===== src/rtl/nand_ecc_pkg.sv =====
package nand_ecc_pkg;

    localparam int BYTE_W      = 8;
    localparam int CHUNK_BYTES = 256;
    localparam int OFS_W       = $clog2(CHUNK_BYTES);
    localparam int LINE_W      = 2 * OFS_W;
    localparam int BIT_IDX_W   = $clog2(BYTE_W);
    localparam int COL_W       = 2 * BIT_IDX_W;
    localparam int WORD_W      = 32;
    localparam int CODE_W      = 24;
    localparam int CODE_BYTES  = CODE_W / BYTE_W;
    localparam int CODE_SHIFT  = 2;
    localparam int EMIT_W      = $clog2(CODE_BYTES + 1);

    // Running state of one chunk: byte offset, column XOR, paired line parity.
    typedef struct packed {
        logic [OFS_W-1:0]  cnt;
        logic [BYTE_W-1:0] col;
        logic [LINE_W-1:0] line;
    } acc_t;

    // Pair the column XOR by bit-index bits, place line parity above it.
    function automatic logic [WORD_W-1:0] fold_word(input logic [BYTE_W-1:0] col,
                                                   input logic [LINE_W-1:0] line);
        logic [COL_W-1:0]  cp;
        logic [WORD_W-1:0] w;
        cp = '0;
        for (int k = 0; k < BIT_IDX_W; k++) begin
            for (int b = 0; b < BYTE_W; b++) begin
                if (((b >> k) & 1) != 0) cp[2*k+1] = cp[2*k+1] ^ col[b];
                else                     cp[2*k]   = cp[2*k]   ^ col[b];
            end
        end
        w = '0;
        w[COL_W +: LINE_W] = line;
        w[COL_W-1:0]       = cp;
        return w;
    endfunction

    // Spare-area form: shift up, invert, keep the low CODE_W bits.
    function automatic logic [CODE_W-1:0] to_code(input logic [WORD_W-1:0] w);
        logic [WORD_W-1:0] s;
        s = ~(w << CODE_SHIFT);
        return s[CODE_W-1:0];
    endfunction

endpackage


===== src/rtl/ecc_accum.sv =====
module ecc_accum
    import nand_ecc_pkg::*;
(
    input  logic              clk,
    input  logic              rst_n,
    input  logic              ecc_en,
    input  logic              ecc_clr,
    input  logic              in_valid,
    input  logic [BYTE_W-1:0] in_byte,
    output logic              finish,
    output logic [BYTE_W-1:0] fin_col,
    output logic [LINE_W-1:0] fin_line
);

    acc_t acc_d, acc_q;
    logic take;
    logic row_par;
    logic [LINE_W-1:0] line_upd;

    always_comb begin
        take     = in_valid && ecc_en;
        row_par  = ^in_byte;
        line_upd = acc_q.line;
        for (int j = 0; j < OFS_W; j++) begin
            if (row_par) begin
                if (acc_q.cnt[j]) line_upd[2*j+1] = ~line_upd[2*j+1];
                else              line_upd[2*j]   = ~line_upd[2*j];
            end
        end
        fin_col  = acc_q.col ^ in_byte;
        fin_line = line_upd;
        finish   = 1'b0;
        acc_d    = acc_q;
        if (ecc_clr) begin
            acc_d = '0;
        end else if (take) begin
            if (acc_q.cnt == OFS_W'(CHUNK_BYTES - 1)) begin
                finish = 1'b1;
                acc_d  = '0;
            end else begin
                acc_d.cnt  = acc_q.cnt + 1'b1;
                acc_d.col  = fin_col;
                acc_d.line = line_upd;
            end
        end
    end

    always_ff @(posedge clk or negedge rst_n) begin
        if (!rst_n) acc_q <= '0;
        else        acc_q <= acc_d;
    end

    AST_CLEAR_RESTARTS: assert property (@(posedge clk) disable iff (!rst_n)
        ecc_clr |=> (acc_q.cnt == '0 && acc_q.col == '0 && acc_q.line == '0));
    AST_IDLE_HOLDS: assert property (@(posedge clk) disable iff (!rst_n)
        (!ecc_clr && !(in_valid && ecc_en)) |=> $stable(acc_q));

endmodule


===== src/rtl/ecc_result.sv =====
module ecc_result
    import nand_ecc_pkg::*;
#(
    parameter int MAX_CHUNKS = 16,
    localparam int TAG_W = $clog2(MAX_CHUNKS)
)(
    input  logic              clk,
    input  logic              rst_n,
    input  logic              ecc_clr,
    input  logic              finish,
    input  logic [WORD_W-1:0] word_in,
    output logic [WORD_W-1:0] par_word,
    output logic              par_done,
    output logic [TAG_W-1:0]  par_chunk
);

    typedef struct packed {
        logic [WORD_W-1:0] word;
        logic              done;
        logic [TAG_W-1:0]  tag;
        logic [TAG_W-1:0]  next_tag;
    } res_t;

    res_t res_d, res_q;

    always_comb begin
        res_d      = res_q;
        res_d.done = finish;
        if (ecc_clr) begin
            res_d.next_tag = '0;
        end else if (finish) begin
            res_d.word = word_in;
            res_d.tag  = res_q.next_tag;
            if (res_q.next_tag == TAG_W'(MAX_CHUNKS - 1)) res_d.next_tag = '0;
            else                                         res_d.next_tag = res_q.next_tag + 1'b1;
        end
    end

    always_ff @(posedge clk or negedge rst_n) begin
        if (!rst_n) res_q <= '0;
        else        res_q <= res_d;
    end

    assign par_word  = res_q.word;
    assign par_done  = res_q.done;
    assign par_chunk = res_q.tag;

    AST_DONE_SINGLE: assert property (@(posedge clk) disable iff (!rst_n)
        res_q.done |=> !res_q.done);
    AST_WORD_HELD: assert property (@(posedge clk) disable iff (!rst_n)
        !res_q.done |-> $stable(res_q.word));

endmodule


===== src/rtl/ecc_emit.sv =====
module ecc_emit
    import nand_ecc_pkg::*;
(
    input  logic              clk,
    input  logic              rst_n,
    input  logic              load,
    input  logic [CODE_W-1:0] code_in,
    output logic              byte_valid,
    output logic [BYTE_W-1:0] byte_out
);

    typedef struct packed {
        logic [CODE_W-1:0] sh;
        logic [EMIT_W-1:0] left;
    } emit_t;

    emit_t em_d, em_q;

    always_comb begin
        em_d = em_q;
        if (load) begin
            em_d.sh   = code_in;
            em_d.left = EMIT_W'(CODE_BYTES);
        end else if (em_q.left != '0) begin
            em_d.sh   = em_q.sh << BYTE_W;
            em_d.left = em_q.left - 1'b1;
        end
    end

    always_ff @(posedge clk or negedge rst_n) begin
        if (!rst_n) em_q <= '0;
        else        em_q <= em_d;
    end

    assign byte_valid = (em_q.left != '0);
    assign byte_out   = em_q.sh[CODE_W-1 -: BYTE_W];

    AST_EMIT_STARTS: assert property (@(posedge clk) disable iff (!rst_n)
        load |=> byte_valid);
    AST_EMIT_RUNS: assert property (@(posedge clk) disable iff (!rst_n)
        (byte_valid && em_q.left > 1) |=> byte_valid);

endmodule


===== src/rtl/nand_hamming_ecc.sv =====
module nand_hamming_ecc
    import nand_ecc_pkg::*;
#(
    parameter int MAX_CHUNKS = 16,
    localparam int TAG_W = $clog2(MAX_CHUNKS)
)(
    input  logic              clk,
    input  logic              rst_n,
    input  logic              ecc_en,
    input  logic              ecc_clr,
    input  logic              in_valid,
    input  logic [7:0]        in_byte,
    output logic [31:0]       par_word,
    output logic              par_done,
    output logic [TAG_W-1:0]  par_chunk,
    output logic [23:0]       code_word,
    output logic              code_byte_valid,
    output logic [7:0]        code_byte
);

    logic              finish;
    logic [BYTE_W-1:0] fin_col;
    logic [LINE_W-1:0] fin_line;
    logic [WORD_W-1:0] word_next;
    logic [CODE_W-1:0] code_next;

    ecc_accum u_accum (
        .clk      (clk),
        .rst_n    (rst_n),
        .ecc_en   (ecc_en),
        .ecc_clr  (ecc_clr),
        .in_valid (in_valid),
        .in_byte  (in_byte),
        .finish   (finish),
        .fin_col  (fin_col),
        .fin_line (fin_line)
    );

    always_comb begin
        word_next = fold_word(fin_col, fin_line);
        code_next = to_code(word_next);
    end

    ecc_result #(.MAX_CHUNKS(MAX_CHUNKS)) u_result (
        .clk       (clk),
        .rst_n     (rst_n),
        .ecc_clr   (ecc_clr),
        .finish    (finish),
        .word_in   (word_next),
        .par_word  (par_word),
        .par_done  (par_done),
        .par_chunk (par_chunk)
    );

    ecc_emit u_emit (
        .clk        (clk),
        .rst_n      (rst_n),
        .load       (finish),
        .code_in    (code_next),
        .byte_valid (code_byte_valid),
        .byte_out   (code_byte)
    );

    assign code_word = to_code(par_word);

    AST_FIRST_BYTE_MATCHES: assert property (@(posedge clk) disable iff (!rst_n)
        par_done |-> (code_byte_valid && code_byte == code_word[23:16]));
    AST_CODE_AT_DONE: assert property (@(posedge clk) disable iff (!rst_n)
        par_done |-> (par_word[31:22] == '0));

endmodule


===== config.mk =====
export PLATFORM = sky130hd
export DESIGN_NAME = nand_hamming_ecc
export DESIGN_NICKNAME = d
export VERILOG_FILES = /design/src/rtl/nand_ecc_pkg.sv /design/src/rtl/ecc_accum.sv /design/src/rtl/ecc_result.sv /design/src/rtl/ecc_emit.sv /design/src/rtl/nand_hamming_ecc.sv
export SDC_FILE = /design/constraint.sdc
export NUM_CORES = 1
export LEC_CHECK = 0
export BUFFER_PORTS_ARGS = -buffer_cell sky130_fd_sc_hd__buf_2
export CORE_UTILIZATION = 58
export DETAILED_ROUTE_END_ITERATION = 8
export PLACE_DENSITY = 0.85
export SLEW_MARGIN = 10
export SYNTH_ARGS = -nofsm -noshare
export SYNTH_HDL_FRONTEND = slang
export SYNTH_HIERARCHICAL = 1
export SYNTH_SLANG_ARGS = --single-unit

===== constraint.sdc =====
create_clock -name clk -period 2.8 [get_ports clk]
set_input_delay 0.14 -clock clk [delete_from_list [all_inputs] [get_ports clk]]
set_output_delay 0.14 -clock clk [all_outputs]
set_load 0.005 [all_outputs]

* After elaboration in Yosys (flattened, before gate mapping)
Index checks and enable logic that the tools add are counted.
** Cells by class
- Bitwise gates (word level) :: 37
- Equal/unequal tests :: 2
- Add/sub/neg operators :: 3
- Reduce and logical (&&, ||, !) cells :: 7
- Mux-type cells :: 35
** Operators by type and width (count)
- $mux 32 :: 3
- $mux 26 :: 2
- $not 24->24 :: 2
- $mux 1 :: 19
- $not 1->1 :: 17
- $xor 1x1->1 :: 17
- $mux 2 :: 8
- $mux 4 :: 3
- $add 8x1->8 const B :: 1
- $eq 8x8->1 const B :: 1
- $reduce_bool 2->1 :: 4
- $reduce_xor 8->1 :: 1
- $xor 8x8->8 :: 1
- $add 4x1->4 const B :: 1
- $eq 4x4->1 const B :: 1
- $reduce_and 2->1 :: 1
- $sub 2x1->2 const B :: 1
- $logic_and 1x1->1 :: 1
** Word-level totals
- Register bits after elaboration :: 89
- Output and inout port bits :: 70
- Word-level logic and storage cells :: 93
- Bits of input ports :: 13

* Depth between registers and ports, before layout
- Word-level depth :: 6
- Gate-level depth with buffers :: 9
- Gate-level depth less buffers :: 8

* Modules after synthesis
Netlist, hierarchy kept.
** By module, submodules not included
- ecc_result :: area each 1999.4 um^2, times used 1, cells each 133, seq. area each 1026.0 um^2
- ecc_accum :: area each 1906.8 um^2, times used 1, cells each 200, seq. area each 800.8 um^2
- ecc_emit :: area each 1232.4 um^2, times used 1, cells each 123, seq. area each 650.6 um^2
- nand_hamming_ecc :: area each 387.9 um^2, times used 1, cells each 64, seq. area each 0.0 um^2

* Worst setup path before layout
OpenSTA, ideal clock, no wires.
- Kind :: reg2reg
- Start point :: register u_accum/acc_q[24] (netlist name)
- End point :: register u_result.res_q (netlist bit u_result/par_chunk[0])
- Library setup time :: 0.125 ns
- Buffers on the path :: 2
- Data arrival time :: 2.413 ns
- Clock period less this slack :: 2.539 ns
- Setup slack :: 0.261 ns
- Stages on the path, launching flop included :: 9
- Required time :: 2.675 ns
- Cells stage by stage :: dfrtp_1 ha_1 and3_1 nand2_1 nor3_1 nor2b_4 buf_12 buf_12 mux2_4
** On the way
- Cells in the longest elaborated chain, start to end :: 5
** RTL lines
- from (decl) :: line ecc_accum.sv:15 : acc_t acc_d, acc_q;
- from (signal assigned) :: line ecc_accum.sv:49 : if (!rst_n) acc_q <= '0;
- from (signal assigned) :: line ecc_accum.sv:50 : else acc_q <= acc_d;
- $eq 8x8->1 :: line ecc_accum.sv:37 : if (acc_q.cnt == OFS_W'(CHUNK_BYTES - 1)) begin
- $mux 1 :: line ecc_accum.sv:37
- $mux 1 :: line ecc_accum.sv:36 : end else if (take) begin
- $mux 1 :: line ecc_accum.sv:34 : if (ecc_clr) begin
- via finish :: line nand_hamming_ecc.sv:21 : logic finish;
- $reduce_and 2->1 (no source line)
- to (signal assigned) :: line ecc_result.sv:41 : else res_q <= res_d;
- to (decl) :: line ecc_result.sv:24 : res_t res_d, res_q;
The timed path passes the listed nets, and every way through them passes these cells.
A chain may end at the register's enable or synchronous reset.

==> out/results.ini <==
[worst_setup_path]
startpoint_type = flip-flop
worst_setup_path_end_kind = flip-flop
worst-setup-path-type = flip-flop to flip-flop
crit_fanout = 36
startpoint = u_accum/acc_q[27]$_DFFE_PN0P_
worstPathRequired_ns = 3.07
critical_path_arrival_ns = 2.54
r2r-start = u_accum/acc_q[27]$_DFFE_PN0P_

[synth]
synthArstFlopShare_pct = 100.0
syn-cell-area_um2 = 5527
yosys.area.top_type = dfrtp_1
synth_compound_area_share_pct = 9.531
ys_top_cells_by_count = 99 x dfrtp_1, 60 x nand2_1, 46 x buf_4
ys_seq_area_share_pct = 44.83
ys_seq_elements = 99
synthMuxAreaShare_pct = 12.63
syn_avg_cell_area_um2 = 10.63
synth.distinct_cells = 42
synth_top_family_by_area = buffers and inverters
synthXorXnorAreaFrac_pct = 10.60
yosysTopAreaCellShare_pct = 44.83
synth.area.top_cells = dfrtp_1 45%, mux2_4 8.2%, buf_4 6.2%
ys_warn_count = 6
synth_edf_count = 0
synthFlopType = dfrtp_1
synthAdderAreaFrac_pct = 0.6792
synthCells = 520
synth-simple-area-share_pct = 8.580
yosysMostFrequentCell = dfrtp_1

[power_and_ir_drop]
total_power_uw = 2991
power.leakage_uw = 0.002823
ir_drop_mv = 0.3023
p_per_area_nw_per_um2 = 504.8

[cells_and_area]
utilization_pct = 64.12
syn_to_final_growth_pct = 7.199
final_layout_size_suffix_gt1_share_pct = 26.76
num_antenna_cells = 0
fillers = 697
nNetsFinal = 579

[drt]
drt-initial-drc-count = 201
wl_per_cell_um = 15.09
avgViaCountPerCell = 5.240
drt_first_pass_iters = 4
routed-via-count = 3652
ant_nets = 0
drt-total-wl_mm = 10.52
drc_errors = 0

[sta]
tightestPinTransition_ns = 0.5618
maxSlewHeadroom_pct = 62.42
max_freq_mhz = 439.1
finalHoldViolCount = 0
drv_slew = 0
final.setup.tns_ns = 0
rsz0062_at_grt = no
layout_min_cycle_time_ns = 2.277
period_share_pct = 81.33
fin_skew_ns = 0.01270
setup_viol = 0

[grt]
grt_use_met3_pct = 3.725
grt_pass1_vias = 3420
grt_pass1_wl_mm = 17.26
grt_max_degree = 80
grt-ovfl-total = 0
antenna_found_initial = 0
met2_usage_pct = 35.31
track_usage_pct = 22.68
grt-busiest-layer = met2
grtUsageMet1_pct = 31.28

[clocking]
post_cts_buffers = 0
post_cts_resized = 0
tritoncts = yes
clock_latency_ns = 0.38
cts_root_buf = clkbuf_8
ctsHoldBuffers = 1
path_clk_slew_ns = 0.10
clock_sinks = 99
cts_buffers = 9
clk_path_buf_depth = 2
cts_htree_levels = 3

[floorplan]
die_h_um = 99.62
std_cell_rows = 35
io_pins = 83
core_um2 = 9240
die_x_um = 99.62
start_util_pct = 59.81
die_area_um2 = 9923

[placement]
io_buffer_count = 80
dp_hpwl_mm = 7.474
gp_routability_congestion = 0.8663

[job]
drv_cap = 0

[min_path]
holdCritStartpoint = ecc_en
hp-class = input pin to flip-flop

[run_status]
status = finished, final reports clean

[critical path: stages (launching register included)]
cell and delay (ns):
dfrtp_1 0.52, and4_1 0.34, nand2_1 0.14, nor3_2 0.28, nor2b_4 0.22, buf_12 0.28, mux2_2 0.38
[cell families after synthesis]
kind of cell / Yosys count
AO/OA/AOI/OAI: 76
XOR/XNOR: 60
adder cells (fa/ha/maj): 3
buffers and inverters: 116
flip-flops: 99
multiplexers: 54
other: 2
AND/OR/NAND/NOR: 110
[per-stage QoR]
step	hold slack, ns	setup slack [ns]	instances	instance area [um^2]
floorplan	-0.1556	0.2614	532	5572
global placement	0.04355	0.6452	680	5703
detailed placement	0.05383	0.5671	680	5703
CTS	0.05895	0.5319	697	5924
global route	0.07765	0.3857	697	5924
finish	0.06589	0.5227	697	5924
[report_power, final]
group | switching, uW | total (uW) | internal (uW)
registers | 27.0 | 1480 | 1450
clock network | 520 | 966 | 446
logic | 351 | 545 | 194
total | 897 | 2990 | 2090
[placed cells by master, fill, tap and decap left out, types with 17 or more instances in the layout]
cell type and instances:
o21ai_0 17, buf_2 79, mux2i_1 18, xor2_1 22, mux2_4 30, dfrtp_1 99
inv_1 45, xnor2_1 30, nand2_1 60, nor2_1 27
[per-layer routing]
metal / wire length (um) / share of wire, %
met5: 0 / 0
met4: 229 / 2.2
met3: 369 / 3.5
met2: 5143 / 49
met1: 4779 / 45
[area by class of cell]
type | count | area (um^2) | area share, %
Sequential cell | 99 | 2477 | 41.82
Multi-Input combinational cell | 317 | 2380 | 40.17
Timing Repair Buffer | 91 | 525.5 | 8.870
Inverter | 45 | 168.9 | 2.851
Tap cell | 129 | 161.4 | 2.724
Clock buffer | 10 | 137.6 | 2.323
Clock inverter | 6 | 73.82 | 1.246
[worst paths after layout]
path	endpoint	slack, ns	depth (start not counted)
hold / removal	u_accum/acc_q[25]$_DFFE_PN0P_	0.07	3
max in group asynchronous	u_emit/byte_out[7]$_DFFE_PN0P_	1.92	3
min in group asynchronous	u_accum/acc_q[5]$_DFFE_PN0P_	0.18	2
setup / recovery	u_result/par_word[23]$_DFFE_PN0P_	0.52	6
setup reg to reg	u_result/par_word[23]$_DFFE_PN0P_	0.52	6
hold reg to reg	u_result/par_word[22]$_DFFE_PN0P_	0.52	1
[registers in the layout (all words and copies together) (netlist names)]
name and cells:
u_result/par_word 32, u_result/par_done 1, u_emit/byte_out 8, u_accum/acc_q 32, u_result/res_q 4, u_emit/em_q 18
u_result/par_chunk 4
Power figures use the tool's default switching activity.
